===== src/rtl/irq_unit_pkg.sv =====
package irq_unit_pkg;
  localparam int NSRC     = 2;
  localparam int SRC_DEV  = 0;
  localparam int SRC_BERR = 1;

  localparam int IDX_EADDR_LO = 0;
  localparam int IDX_EADDR_HI = 1;
  localparam int IDX_PEND     = 3;
  localparam int IDX_SET      = 5;
  localparam int IDX_CLR      = 7;

  typedef struct packed {
    logic wr_set;
    logic wr_clr;
  } wr_dec_t;
endpackage


===== src/rtl/irq_regdec.sv =====
module irq_regdec
  import irq_unit_pkg::*;
#(
  parameter int ADDR_W = 4,
  parameter int DATA_W = 32
) (
  input  logic                  req_i,
  input  logic                  we_i,
  input  logic [ADDR_W-1:0]     addr_i,
  input  logic [NSRC-1:0]       pend_i,
  input  logic [NSRC-1:0]       en_i,
  input  logic [2*DATA_W-1:0]   eaddr_i,
  output wr_dec_t               dec_o,
  output logic [DATA_W-1:0]     rdata_o
);
  logic wr, rd;
  assign wr = req_i & we_i;
  assign rd = req_i & ~we_i;

  always_comb begin
    dec_o.wr_set = wr && (addr_i == ADDR_W'(IDX_SET));
    dec_o.wr_clr = wr && (addr_i == ADDR_W'(IDX_CLR));
  end

  always_comb begin
    rdata_o = '0;
    if (rd) begin
      unique case (addr_i)
        ADDR_W'(IDX_EADDR_LO): rdata_o = eaddr_i[DATA_W-1:0];
        ADDR_W'(IDX_EADDR_HI): rdata_o = eaddr_i[2*DATA_W-1:DATA_W];
        ADDR_W'(IDX_PEND):     rdata_o[NSRC-1:0] = pend_i;
        ADDR_W'(IDX_SET):      rdata_o[NSRC-1:0] = en_i;
        default:               rdata_o = '0;
      endcase
    end
  end
endmodule


===== src/rtl/irq_pending.sv =====
module irq_pending
  import irq_unit_pkg::*;
(
  input  logic            clk_i,
  input  logic            rst_ni,
  input  logic [NSRC-1:0] src_i,
  input  logic [NSRC-1:0] clr_i,
  input  logic            en_wr_i,
  input  logic [NSRC-1:0] en_data_i,
  output logic [NSRC-1:0] pend_o,
  output logic [NSRC-1:0] en_o,
  output logic            irq_o
);
  logic [NSRC-1:0] hit;

  for (genvar i = 0; i < NSRC; i++) begin : g_bit
    // set beats clear
    always_ff @(posedge clk_i or negedge rst_ni) begin
      if (!rst_ni) pend_o[i] <= 1'b0;
      else         pend_o[i] <= src_i[i] | (pend_o[i] & ~clr_i[i]);
    end

    always_ff @(posedge clk_i or negedge rst_ni) begin
      if (!rst_ni)                     en_o[i] <= 1'b0;
      else if (en_wr_i && en_data_i[i]) en_o[i] <= 1'b1;
    end

    assign hit[i] = pend_o[i] & en_o[i];
  end

  assign irq_o = |hit;
endmodule


===== src/rtl/irq_errcap.sv =====
module irq_errcap #(
  parameter int DATA_W = 32
) (
  input  logic                clk_i,
  input  logic                rst_ni,
  input  logic                cap_i,
  input  logic [2*DATA_W-1:0] addr_i,
  output logic [2*DATA_W-1:0] addr_o
);
  always_ff @(posedge clk_i or negedge rst_ni) begin
    if (!rst_ni)    addr_o <= '0;
    else if (cap_i) addr_o <= addr_i;
  end
endmodule


===== src/rtl/irq_unit.sv =====
module irq_unit
  import irq_unit_pkg::*;
#(
  parameter int ADDR_W   = 4,
  parameter int DATA_W   = 32,
  parameter int STAT_W   = 8,
  parameter int BUSY_BIT = 7
) (
  input  logic                clk_i,
  input  logic                rst_ni,
  input  logic                req_i,
  input  logic                we_i,
  input  logic [ADDR_W-1:0]   addr_i,
  input  logic [DATA_W-1:0]   wdata_i,
  output logic [DATA_W-1:0]   rdata_o,
  input  logic                dev_irq_i,
  input  logic                bus_err_i,
  input  logic [2*DATA_W-1:0] err_addr_i,
  input  logic                stat_rd_i,
  input  logic [STAT_W-1:0]   dev_status_i,
  output logic                irq_o
);
  localparam int EA_W = 2 * DATA_W;

  wr_dec_t         dec;
  logic [NSRC-1:0] pend_q, en_q, src, clr;
  logic [EA_W-1:0] eaddr_q;
  logic            stat_clr, cap;
  logic            unused_in;

  assign unused_in = ^{wdata_i[DATA_W-1:NSRC], dev_status_i};

  irq_regdec #(.ADDR_W(ADDR_W), .DATA_W(DATA_W)) u_dec (
    .req_i   (req_i),
    .we_i    (we_i),
    .addr_i  (addr_i),
    .pend_i  (pend_q),
    .en_i    (en_q),
    .eaddr_i (eaddr_q),
    .dec_o   (dec),
    .rdata_o (rdata_o)
  );

  // status read acknowledges only when the device is idle
  assign stat_clr = stat_rd_i & ~dev_status_i[BUSY_BIT];

  always_comb begin
    src           = '0;
    src[SRC_DEV]  = dev_irq_i;
    src[SRC_BERR] = bus_err_i;
    clr = (dec.wr_clr ? wdata_i[NSRC-1:0] : '0) | {NSRC{stat_clr}};
  end

  irq_pending u_pend (
    .clk_i     (clk_i),
    .rst_ni    (rst_ni),
    .src_i     (src),
    .clr_i     (clr),
    .en_wr_i   (dec.wr_set),
    .en_data_i (wdata_i[NSRC-1:0]),
    .pend_o    (pend_q),
    .en_o      (en_q),
    .irq_o     (irq_o)
  );

  assign cap = bus_err_i & ~pend_q[SRC_BERR];

  irq_errcap #(.DATA_W(DATA_W)) u_cap (
    .clk_i  (clk_i),
    .rst_ni (rst_ni),
    .cap_i  (cap),
    .addr_i (err_addr_i),
    .addr_o (eaddr_q)
  );
endmodule


===== config.mk =====
export PLATFORM = sky130hd
export DESIGN_NAME = irq_unit
export DESIGN_NICKNAME = d
export VERILOG_FILES = /design/src/rtl/irq_unit_pkg.sv /design/src/rtl/irq_regdec.sv /design/src/rtl/irq_pending.sv /design/src/rtl/irq_errcap.sv /design/src/rtl/irq_unit.sv
export SDC_FILE = /design/constraint.sdc
export NUM_CORES = 1
export LEC_CHECK = 0
export BUFFER_PORTS_ARGS = -buffer_cell sky130_fd_sc_hd__buf_2
export CORE_AREA = 2 2 90 92
export CTS_CLUSTER_SIZE = 30
export DETAILED_ROUTE_END_ITERATION = 7
export DIE_AREA = 0 0 92 94
export PLACE_DENSITY_LB_ADDON = 0.3
export SETUP_SLACK_MARGIN = 0.02
export SYNTH_ARGS = -nofsm -noshare
export SYNTH_HDL_FRONTEND = slang
export SYNTH_SLANG_ARGS = --single-unit

===== constraint.sdc =====
create_clock -name clk_i -period 1.4 [get_ports clk_i]
set_input_delay 0.28 -clock clk_i [delete_from_list [all_inputs] [get_ports clk_i]]
set_output_delay 0.28 -clock clk_i [all_outputs]
set_load 0.01 [all_outputs]

==> flow_metrics.env, run 1 <==
export IMPL_ys_flop_type="dfrtp_1"
export IMPL_critical_path_class="input pin to output port"
export IMPL_cp_data_required_time_ns=1.12
export IMPL_postRouteAntennaNets=0
export IMPL_p_leak_nw=2.30
export IMPL_relSlewSlack=0.754
export IMPL_dr_first_iter_drc_count=61
export IMPL_hold_path_startpoint="dev_irq_i"
export IMPL_yosysTopAreaCell="dfrtp_1"
export IMPL_reg2regPathDepth=5
export IMPL_fp_dieH_um=94
export IMPL_drive_gt1_frac=0.612
export IMPL_cp_start_kind="input pin"
export IMPL_clockRootBuffer="clkbuf_8"
export IMPL_syn_cell_area_um2=3120
export IMPL_ys_seq_area_frac=0.545
export IMPL_cts_clk_slew_worst_paths_ns=0.06
export IMPL_dp_cells=453
export IMPL_holdWs_ns=0.145
export IMPL_grt_util_all_layers=0.176
export IMPL_dieArea_um2=8650
export IMPL_violations="negative setup slack"
export IMPL_slew_violations=0
export IMPL_rows=32
export IMPL_crit_path_end_kind="output port"
export IMPL_cts_made_buffers=9
export IMPL_avgViaCountPerCell=5.20
export IMPL_die_w_um=92
export IMPL_area_delta_synth_final_pct=53.6
export IMPL_cts_sinks=68
export IMPL_dp_hpwl_um=4940
export IMPL_crit_chain="buf_8 -> nor4b_4 -> buf_12 -> buf_4 -> a22oi_1 -> nor2_1 -> buf_2"
export IMPL_synthMostInstantiatedCell="dfrtp_1"
export IMPL_ys_top_cells_by_count="68 x dfrtp_1, 64 x mux2_1, 32 x a22oi_1, 31 x nor2_1"
export IMPL_port_buffers=110
export IMPL_status="finished with violations"
export IMPL_placed_area_um2=3930
export IMPL_drc=0
export IMPL_setup_tns_ns=-9.32
export IMPL_clk_path_buf_depth=2
export IMPL_synthCells=238
export IMPL_clk_latency_ns=0.33
export IMPL_cts_tree="yes"
export IMPL_first_pass_iters=4
export IMPL_critPathTopFamily="buffers and inverters"
export IMPL_htreeDepth=3
export IMPL_grt_max_degree=69
export IMPL_period_needed_ns=1.67
export IMPL_period_share=1.19
export IMPL_hold_class="input pin to flip-flop"
export IMPL_finalHoldViolCount=0
export IMPL_setup_violations=97
export IMPL_io_pins=148
export IMPL_initial_utilization=0.410
export IMPL_final_nets=496
export IMPL_async_reset_ff_frac=1.00
export IMPL_finalWirelength_um=8610
export IMPL_synthDistinctLibCells=22
export IMPL_cp_max_fo=14
export IMPL_syn_num_nets=353
export IMPL_arrival_ns=1.39
export IMPL_pre_cts_ws_ns=-0.336
export IMPL_synth_avg_cell_area_um2=13.1
export IMPL_critPathBufInv=4
export IMPL_setup_slack_ns=-0.272
export IMPL_vias=2527
export IMPL_cp_slowest_stage_delay_ns=0.31
export IMPL_synth_area_leaders="dfrtp_1 55%, mux2_1 23%, a22oi_1 7.7%"
export IMPL_synth_seq_cells=68
export IMPL_synth_edf_count=0
export IMPL_powerDensity_nw_per_um2=1160
export IMPL_worst_pin_slew_ns=0.369
export IMPL_reg2reg_setup_slack_ns=-0.08
export IMPL_ir_worst_vdd_v=0.000653
export IMPL_wl_per_cell_um=17.7
export IMPL_max_freq_mhz=598
export IMPL_fin_cells=486
export IMPL_gr_total_overflow=0
export IMPL_min_path_cells=2
export IMPL_fin_skew_ns=0.00514
export IMPL_fin_area_um2=4790
export IMPL_coreArea_um2=7610
export IMPL_antenna_found_initial=0
export IMPL_crit_slowest_cell="nor4b_4"
export IMPL_grt_pass1_wl_um=11900
export IMPL_antenna_cells=0
export IMPL_grt_pass1_vias=2465
export IMPL_yosys_warnings=0
export IMPL_r2r_end="u_cap.addr_o[52]"
export IMPL_place_congestion=0.703
export IMPL_yosysTopAreaCellShare=0.545
export IMPL_hold_end="u_pend.pend_o[0]"
export IMPL_rsz0062_at_grt="yes"
export IMPL_num_fill_cells=630
export IMPL_max_cap_violations=0
export IMPL_reg2reg_from="u_pend.pend_o[1]"
[registers in the layout, summed over array words and instances, names as in the netlist]
signal,cells
u_cap.addr_o,64
u_pend.pend_o,2
u_pend.en_o,2
[cells by family (layout without fill, tap and decap cells)]
logic type,count (synthesis),in the layout,synth area share
flops,68,68,0.545
mux,64,64,0.231
simple gates,46,46,0.0834
compound gates,43,43,0.101
buf+inv,17,163,0.0401
[power by group]
group          total, W  internal (W)  switching [W]
registers       0.00271       0.00243       0.000281
logic           0.00126      0.000874       0.000391
clock network   0.00159      0.000899       0.000693
total           0.00557       0.00420        0.00136
[layout by cell type, fill, tap and decap left out, types with 2 or more instances in the layout]
cell type,instances
and3b_1,5
buf_2,106
mux2_4,63
clkbuf_16,8
nand4_1,2
dfrtp_1,68
a22oi_2,7
a21o_1,2
buf_6,7
buf_16,2
nand2b_1,2
nor2_1,31
a22oi_1,25
buf_8,3
buf_4,13
clkbuf_8,11
buf_12,9
a31o_1,2
o21ai_1,2
[per-layer routing]
| metal | track usage | vias to the layer above | share of wire |
|---|---|---|---|
| met5 | 0 | - | 0 |
| met4 | 0.0597 | 0 | 0.0084 |
| met3 | 0.0425 | 8 | 0.062 |
| met2 | 0.273 | 95 | 0.46 |
| met1 | 0.244 | 1267 | 0.47 |
| li1 | - | 1157 | - |
[area by class of cell]
class | instances | area [um2] | share of cell area
Clock buffer | 12 | 155 | 0.0324
Tap cell | 102 | 128 | 0.0266
Sequential cell | 68 | 1700 | 0.355
Clock inverter | 2 | 35.0 | 0.00731
Multi-Input combinational cell | 153 | 1580 | 0.329
Timing Repair Buffer | 149 | 1200 | 0.250
[worst reg2reg max path, stage by stage, from the launching register on]
cell,delay (ns)
dfrtp_1,0.39
buf_6,0.13
nor2b_4,0.18
buf_12,0.17
clkbuf_16,0.17
mux2_1,0.32
[how the worst max path moves through the flow]
stage | endpoint | startpoint | cells past startpoint
3_3_place_gp | rdata_o[29] | addr_i[0] | 6
2_1_floorplan | rdata_o[10] | addr_i[1] | 4
3_5_place_dp | rdata_o[21] | addr_i[1] | 7
5_1_grt | rdata_o[11] | addr_i[1] | 7
4_1_cts | rdata_o[10] | addr_i[1] | 8
6_report | rdata_o[11] | addr_i[1] | 7
[metrics by stage]
stage                     utilization  power [W]
final                           0.630    0.00557
after global placement          0.517    0.00340
after global routing            0.630    0.00582
after floorplan                     -    0.00308
after CTS                       0.560    0.00512
after detailed placement        0.517    0.00345
[timing repair]
item / in CTS / in global routing
pin swaps: 3 / 5
cloned: 1 / 9
hold buffers: 1 / 0
endpoints found under the setup margin: 36 / 97
setup buffers: 2 / 6
endpoints found under the hold margin: 68 / 0
gates resized for setup: 24 / 69
Power figures use the tool's default switching activity.
==> run 2, diff against run 1 <==
- ABC_AREA: unset -> 1
- CORE_AREA: 2 2 90 92 -> 2 2 92 94
- DIE_AREA: 0 0 92 94 -> 0 0 94 96
==> run 2 against run 1 <==
Effect of this change: the flow still finishes with violations (negative setup slack); final cell count up 8.2%; non-clock buffer count down 16; sequential power fell by 2%; sequential share of layout area rose by 2.1 points; clock skew up 0.00055 ns; synthesized cell count rose by 24%; utilization decreased by 6.8 points; total power fell by 4.2%; routed wire length shrank 4.2%; critical path type unchanged; largest cell class unchanged.
==> flow_metrics.env, run 2 <==
export IMPL_clk_path_buf_depth=2
export IMPL_critical_path_class="input pin to output port"
export IMPL_relSlewSlack=0.754
export IMPL_rsz0062_at_grt="yes"
export IMPL_cts_clk_slew_worst_paths_ns=0.07
export IMPL_slew_violations=0
export IMPL_yosys_warnings=0
export IMPL_max_freq_mhz=654
export IMPL_cts_tree="yes"
export IMPL_clockRootBuffer="clkbuf_8"
export IMPL_p_switching_w=0.00137
export IMPL_seqPwrFrac=0.500
export IMPL_setup_violations=32
export IMPL_ys_top_cells_by_count="70 x nand3_1, 68 x dfrtp_1, 60 x mux2_1, 32 x a21oi_1, 13 x nand2_1"
export IMPL_regMostFlops="u_cap.addr_o"
export IMPL_final_cell_mix="106 x buf_2, 68 x dfrtp_1, 60 x mux2_1"
export IMPL_max_cap_violations=0
export IMPL_hold_class="input pin to flip-flop"
export IMPL_p_comb_frac=0.164
export IMPL_gr_total_overflow=0
export IMPL_htreeDepth=3
export IMPL_ys_seq_area_frac=0.521
export IMPL_synthCells=294
export IMPL_arrival_ns=1.25
export IMPL_internal_power_w=0.00396
export IMPL_yosysTopAreaCellShare=0.521
export IMPL_worst_pin_slew_ns=0.369
export IMPL_synth_edf_count=0
export IMPL_dieArea_um2=9020
export IMPL_die_w_um=94
export IMPL_place_congestion=0.731
export IMPL_crit_path_end_kind="output port"
export IMPL_synthDistinctLibCells=20
export IMPL_async_reset_ff_frac=1.00
export IMPL_synth_area_leaders="dfrtp_1 52%, mux2_1 21%, nand3_1 11%"
export IMPL_vias=2681
export IMPL_cp_max_fo=5
export IMPL_final_nets=531
export IMPL_synth_compound_area_frac=0.0509
export IMPL_largest_register_ffs=64
export IMPL_drive_gt1_frac=0.423
export IMPL_fin_area_um2=4530
export IMPL_critPathBufInv=4
export IMPL_cts_sinks=68
export IMPL_synth_adder_area_share=0
export IMPL_critPathTopFamily="buffers and inverters"
export IMPL_final_util=0.563
export IMPL_antenna_found_initial=0
export IMPL_grt_max_degree=69
export IMPL_crit_chain="buf_8 -> nor2_4 -> buf_12 -> clkbuf_16 -> nand3_1 -> a21oi_1 -> buf_2"
export IMPL_violations="negative setup slack"
export IMPL_synth_top_family_by_area="multiplexers"
export IMPL_dp_hpwl_um=5110
export IMPL_fp_dieH_um=96
export IMPL_cp_slowest_stage_delay_ns=0.20
export IMPL_status="finished with violations"
export IMPL_cp_data_required_time_ns=1.12
export IMPL_synth_simple_area_share=0.144
export IMPL_rows=33
export IMPL_postRouteAntennaNets=0
export IMPL_wl_per_cell_um=15.7
export IMPL_antenna_cells=0
export IMPL_avgViaCountPerCell=5.10
export IMPL_finalWirelength_um=8250
export IMPL_first_pass_iters=6
export IMPL_period_share=1.09
export IMPL_powerDensity_nw_per_um2=1180
export IMPL_finalHoldViolCount=0
export IMPL_syn_num_nets=409
export IMPL_grt_pass1_wl_um=12200
export IMPL_synth_avg_cell_area_um2=11.1
export IMPL_yosysTopAreaCell="dfrtp_1"
export IMPL_synthMostInstantiatedCell="nand3_1"
export IMPL_placed_area_um2=3970
export IMPL_p_total_w=0.00533
export IMPL_grt_util_all_layers=0.174
export IMPL_cp_start_kind="input pin"
export IMPL_clk_latency_ns=0.33
export IMPL_dr_first_iter_drc_count=108
export IMPL_crit_slowest_cell="nor2_4"
export IMPL_initial_utilization=0.406
export IMPL_synth_seq_cells=68
export IMPL_grt_pass1_vias=2668
export IMPL_top_regs="u_cap.addr_o: 64 flops, u_pend.en_o: 2 flops, u_pend.pend_o: 2 flops"
export IMPL_port_buffers=110
export IMPL_area_delta_synth_final_pct=38.7
export IMPL_ir_worst_vdd_v=0.000547
export IMPL_final_common_cell="buf_2"
export IMPL_coreArea_um2=8050
export IMPL_period_needed_ns=1.53
export IMPL_cts_made_buffers=9
export IMPL_io_pins=148
export IMPL_synth_mux_area_fraction=0.221
export IMPL_ys_flop_type="dfrtp_1"
export IMPL_syn_cell_area_um2=3270
export IMPL_clkPwrFrac=0.337
export IMPL_drc=0
export IMPL_p_sw_frac=0.257
export IMPL_synthXorXnorAreaFrac=0
export IMPL_p_leak_nw=2.09
export IMPL_fin_skew_ns=0.00569
export IMPL_setup_slack_ns=-0.128
-- run 2: cell count changes in the layout (fill, tap and decap cells not counted), sizes merged, moves of 3 or more --
cell / before / now
a22oi: 32 / 0
nand3: 0 / 70
o21ai: 3 / 0
and3b: 5 / 0
nand2: 0 / 14
clkinv: 1 / 4
clkbuf: 20 / 14
a21oi: 2 / 32
buf: 140 / 128
inv: 0 / 12
nor2: 31 / 8
-- run 2: routing by layer --
layer  track usage  vias to the layer above  routed length, um
li1              -                     1279                  -
met1         0.216                     1306               3610
met2         0.289                       84               3980
met3        0.0493                       12                528
met4        0.0676                        0                132
met5             0                        -                  0
-- run 2: kinds of logic (layout without fill, tap and decap cells) --
kind of cell | after synthesis | count (layout)
AOI/OAI and AO/OA | 33 | 33
DFF | 68 | 68
and+or+nand+nor | 95 | 95
muxes | 64 | 64
buffers and inverters | 34 | 161
-- run 2: power groups by stage --
stage                     combinational [W]  sequential, W  clock [W]
after floorplan                    0.000508        0.00262          0
after global placement             0.000757        0.00266          0
after detailed placement           0.000787        0.00268          0
after CTS                          0.000793        0.00265    0.00185
after global routing               0.000973        0.00272    0.00194
final                              0.000873        0.00266    0.00179
-- run 2: worst paths after layout --
path | startpoint | endpoint | slack, ns | cells past startpoint
setup / recovery | addr_i[3] | rdata_o[16] | -0.13 | 7
hold / removal | dev_irq_i | u_pend.pend_o[0] | 0.12 | 3
setup reg to reg | u_pend.pend_o[1] | u_cap.addr_o[56] | 0.16 | 4
hold reg to reg | u_cap.addr_o[38] | u_cap.addr_o[38] | 0.49 | 1
max in group asynchronous | rst_ni | u_cap.addr_o[35] | 0.60 | 3
min in group asynchronous | rst_ni | u_cap.addr_o[62] | 0.50 | 3
-- run 2: worst register-to-register path, cell delays in order, from the launching register on --
cell,delay [ns]
dfrtp_1,0.36
inv_2,0.07
nand2_4,0.08
buf_12,0.22
mux2_1,0.39
-- run 2: area by class of cell --
type                       instances  area (um2)
sequential                        68        1700
clock buffer                      10         138
timing repair buffer             133         963
fill                             713        3520
inverter                          12        45.0
tap                              105         131
clock inverter                     6        87.6
multi-input combinational        192        1460
-- run 2: through the flow --
| step | cells | setup WS, ns | setup TNS [ns] | hold slack [ns] |
|---|---|---|---|---|
| finish | 526 | -0.128 | -2.13 | 0.125 |
| global route | 526 | -0.179 | -4.23 | 0.123 |
| CTS | 516 | -0.0894 | -1.25 | 0.109 |
| detailed placement | 499 | -0.0968 | -1.42 | 0.336 |
| global placement | 499 | -0.0914 | -1.35 | 0.335 |
| floorplan | 294 | 0.121 | 0 | -0.0156 |
-- run 2: repair_timing --
action,in CTS,in global routing
hold buffers,1,0
endpoints found under the hold margin,68,0
gates cloned,0,7
pin swaps,0,9
setup buffers,0,3
endpoints found under the setup margin,32,33
resized for setup,2,37
==> run 3, diff against run 2 <==
- CELL_PAD_IN_SITES_DETAIL_PLACEMENT: unset -> 1
- CELL_PAD_IN_SITES_GLOBAL_PLACEMENT: unset -> 1
- CORE_AREA: 2 2 92 94 -> 2 2 108 110
- DIE_AREA: 0 0 94 96 -> 0 0 110 112
==> run 3 against run 2 <==
Effect of this change: the flow still finishes with violations (negative setup slack); first-iteration DRC count fell by 29%; combinational power up 14%; setup slack worse by 0.0050 ns; clock skew rose by 0.0023 ns; clock power grew 51%; count of clock-buffer cells in the layout rose by 1; die area grew 37%; routed wire length increased by 25%; sequential share of layout area down 4.4 points; global-route usage fell by 2.3 points; utilization fell by 10 points; non-clock buffer count rose by 11; critical path type unchanged; largest power group unchanged.
==> flow_metrics.env, run 3 (synthesized netlist as in run 2, its figures left out) <==
export IMPL_holdWs_ns=0.139
export IMPL_htreeDepth=3
export IMPL_p_switching_w=0.00162
export IMPL_grt_pass1_wl_um=14500
export IMPL_grt_max_degree=69
export IMPL_place_congestion=0.720
export IMPL_vias=2799
export IMPL_grt_pass1_vias=2998
export IMPL_arrival_ns=1.25
export IMPL_worst_pin_slew_ns=0.389
export IMPL_p_sw_frac=0.252
export IMPL_clk_latency_ns=0.32
export IMPL_drive_gt1_frac=0.523
export IMPL_area_delta_synth_final_pct=57.0
export IMPL_placed_area_um2=4020
export IMPL_regMostFlops="u_cap.addr_o"
export IMPL_finalWirelength_um=10300
export IMPL_cts_made_buffers=9
export IMPL_setup_violations=32
export IMPL_final_nets=542
export IMPL_fin_skew_ns=0.00795
export IMPL_crit_chain="buf_8 -> nor2_4 -> buf_8 -> clkbuf_16 -> nand3_1 -> a21oi_2 -> buf_2"
export IMPL_cp_data_required_time_ns=1.12
export IMPL_fp_dieH_um=112
export IMPL_regArea_um2=1700
export IMPL_num_fill_cells=1207
export IMPL_slew_violations=0
export IMPL_dr_first_iter_drc_count=77
export IMPL_hold_class="input pin to flip-flop"
export IMPL_multiInputGateArea_um2=1720
export IMPL_violations="negative setup slack"
export IMPL_largest_register_ffs=64
export IMPL_dp_hpwl_um=6030
export IMPL_fin_area_um2=5130
export IMPL_cts_sinks=68
export IMPL_setup_slack_ns=-0.133
export IMPL_final_util=0.459
export IMPL_cts_tree="yes"
export IMPL_initial_utilization=0.292
export IMPL_max_freq_mhz=652
export IMPL_postRouteAntennaNets=0
export IMPL_cp_max_fo=8
export IMPL_clkPwrFrac=0.421
export IMPL_finalHoldViolCount=0
export IMPL_antenna_cells=0
export IMPL_p_leak_nw=2.24
export IMPL_ir_worst_vdd_v=0.000663
export IMPL_p_comb_frac=0.155
export IMPL_period_share=1.10
export IMPL_final_cell_mix="105 x buf_2, 68 x dfrtp_1, 60 x mux2_1"
export IMPL_first_pass_iters=6
export IMPL_grt_util_all_layers=0.151
export IMPL_cp_slowest_stage_delay_ns=0.18
export IMPL_clk_path_buf_depth=2
export IMPL_final_common_cell="buf_2"
export IMPL_rsz0062_at_grt="yes"
export IMPL_critical_path_class="input pin to output port"
export IMPL_path_common_cell="buf_8"
export IMPL_internal_power_w=0.00482
export IMPL_pre_cts_ws_ns=-0.143
export IMPL_cp_start_kind="input pin"
export IMPL_io_pins=148
export IMPL_cts_clk_slew_worst_paths_ns=0.06
export IMPL_clockRootBuffer="clkbuf_16"
export IMPL_relSlewSlack=0.741
export IMPL_crit_path_end_kind="output port"
export IMPL_dieArea_um2=12300
export IMPL_top_regs="u_cap.addr_o: 64 flops, u_pend.en_o: 2 flops, u_pend.pend_o: 2 flops"
export IMPL_antenna_found_initial=0
export IMPL_gr_total_overflow=0
export IMPL_period_needed_ns=1.53
export IMPL_port_buffers=110
export IMPL_seqPwrFrac=0.424
export IMPL_rows=39
export IMPL_drc=0
export IMPL_critPathBufInv=4
export IMPL_die_w_um=110
export IMPL_status="finished with violations"
export IMPL_coreArea_um2=11200
export IMPL_avgViaCountPerCell=4.87
export IMPL_crit_slowest_cell="clkbuf_16"
export IMPL_max_cap_violations=0
export IMPL_critPathTopFamily="buffers and inverters"
export IMPL_powerDensity_nw_per_um2=1260
export IMPL_wl_per_cell_um=17.9
==> run 3: changes by cell type in the layout (fill, tap and decap cells not counted), sizes merged <==
cell	change
clkinv	-4
buf	+8
inv	+1
clkinvlp	+1
clkbuf	+4
bufinv	+1
==> run 3: final cells by class <==
type | count | area share
clock buffer | 11 | 0.0493
clock inverter | 5 | 0.0207
inverter | 12 | 0.00927
multi-input combinational | 192 | 0.335
sequential | 68 | 0.332
tap | 143 | 0.0349
timing repair buffer | 144 | 0.219
==> run 3: worst paths after layout <==
path,from,to,slack [ns],depth (start not counted)
setup / recovery,addr_i[2],rdata_o[6],-0.13,7
hold reg to reg,u_cap.addr_o[6],u_cap.addr_o[6],0.49,1
max in group asynchronous,rst_ni,u_cap.addr_o[24],0.57,3
setup reg to reg,u_pend.pend_o[1],u_cap.addr_o[14],0.14,4
min in group asynchronous,rst_ni,u_cap.addr_o[41],0.50,3
hold / removal,dev_irq_i,u_pend.pend_o[0],0.14,3
==> run 3: worst min-delay path, stage by stage <==
cell	delay, ns
buf_2	0.07
inv_1	0.03
nand2_1	0.05
==> run 3: metrics by stage <==
stage | total power [W] | TNS, ns | cells
6_report | 0.00644 | -2.78 | 575
5_1_grt | 0.00676 | -4.44 | 575
4_1_cts | 0.00627 | -2.32 | 557
3_5_place_dp | 0.00350 | -2.79 | 537
3_3_place_gp | 0.00343 | -2.83 | 537
2_1_floorplan | 0.00313 | 0 | 294
==> run 3: what timing repair did <==
action	4_1_cts	5_1_grt
endpoints found under the setup margin	32	33
pin swaps	0	39
hold buffers	1	0
endpoints found under the hold margin	68	0
buffers inserted	2	7
gates resized for setup	11	83
gates cloned	1	11
==> run 3: metal layers <==
layer,GRT usage,part of all wire
met3,0.0351,0.053
met5,0,0
met4,0.0464,0.0078
met2,0.249,0.49
met1,0.195,0.45
==> run 3: power by group through the flow <==
stage / clock, W / combinational [W] / sequential [W]
2_1_floorplan: 0 / 0.000508 / 0.00262
3_3_place_gp: 0 / 0.000772 / 0.00266
3_5_place_dp: 0 / 0.000807 / 0.00270
4_1_cts: 0.00277 / 0.000831 / 0.00266
5_1_grt: 0.00287 / 0.00110 / 0.00280
6_report: 0.00271 / 0.000995 / 0.00273
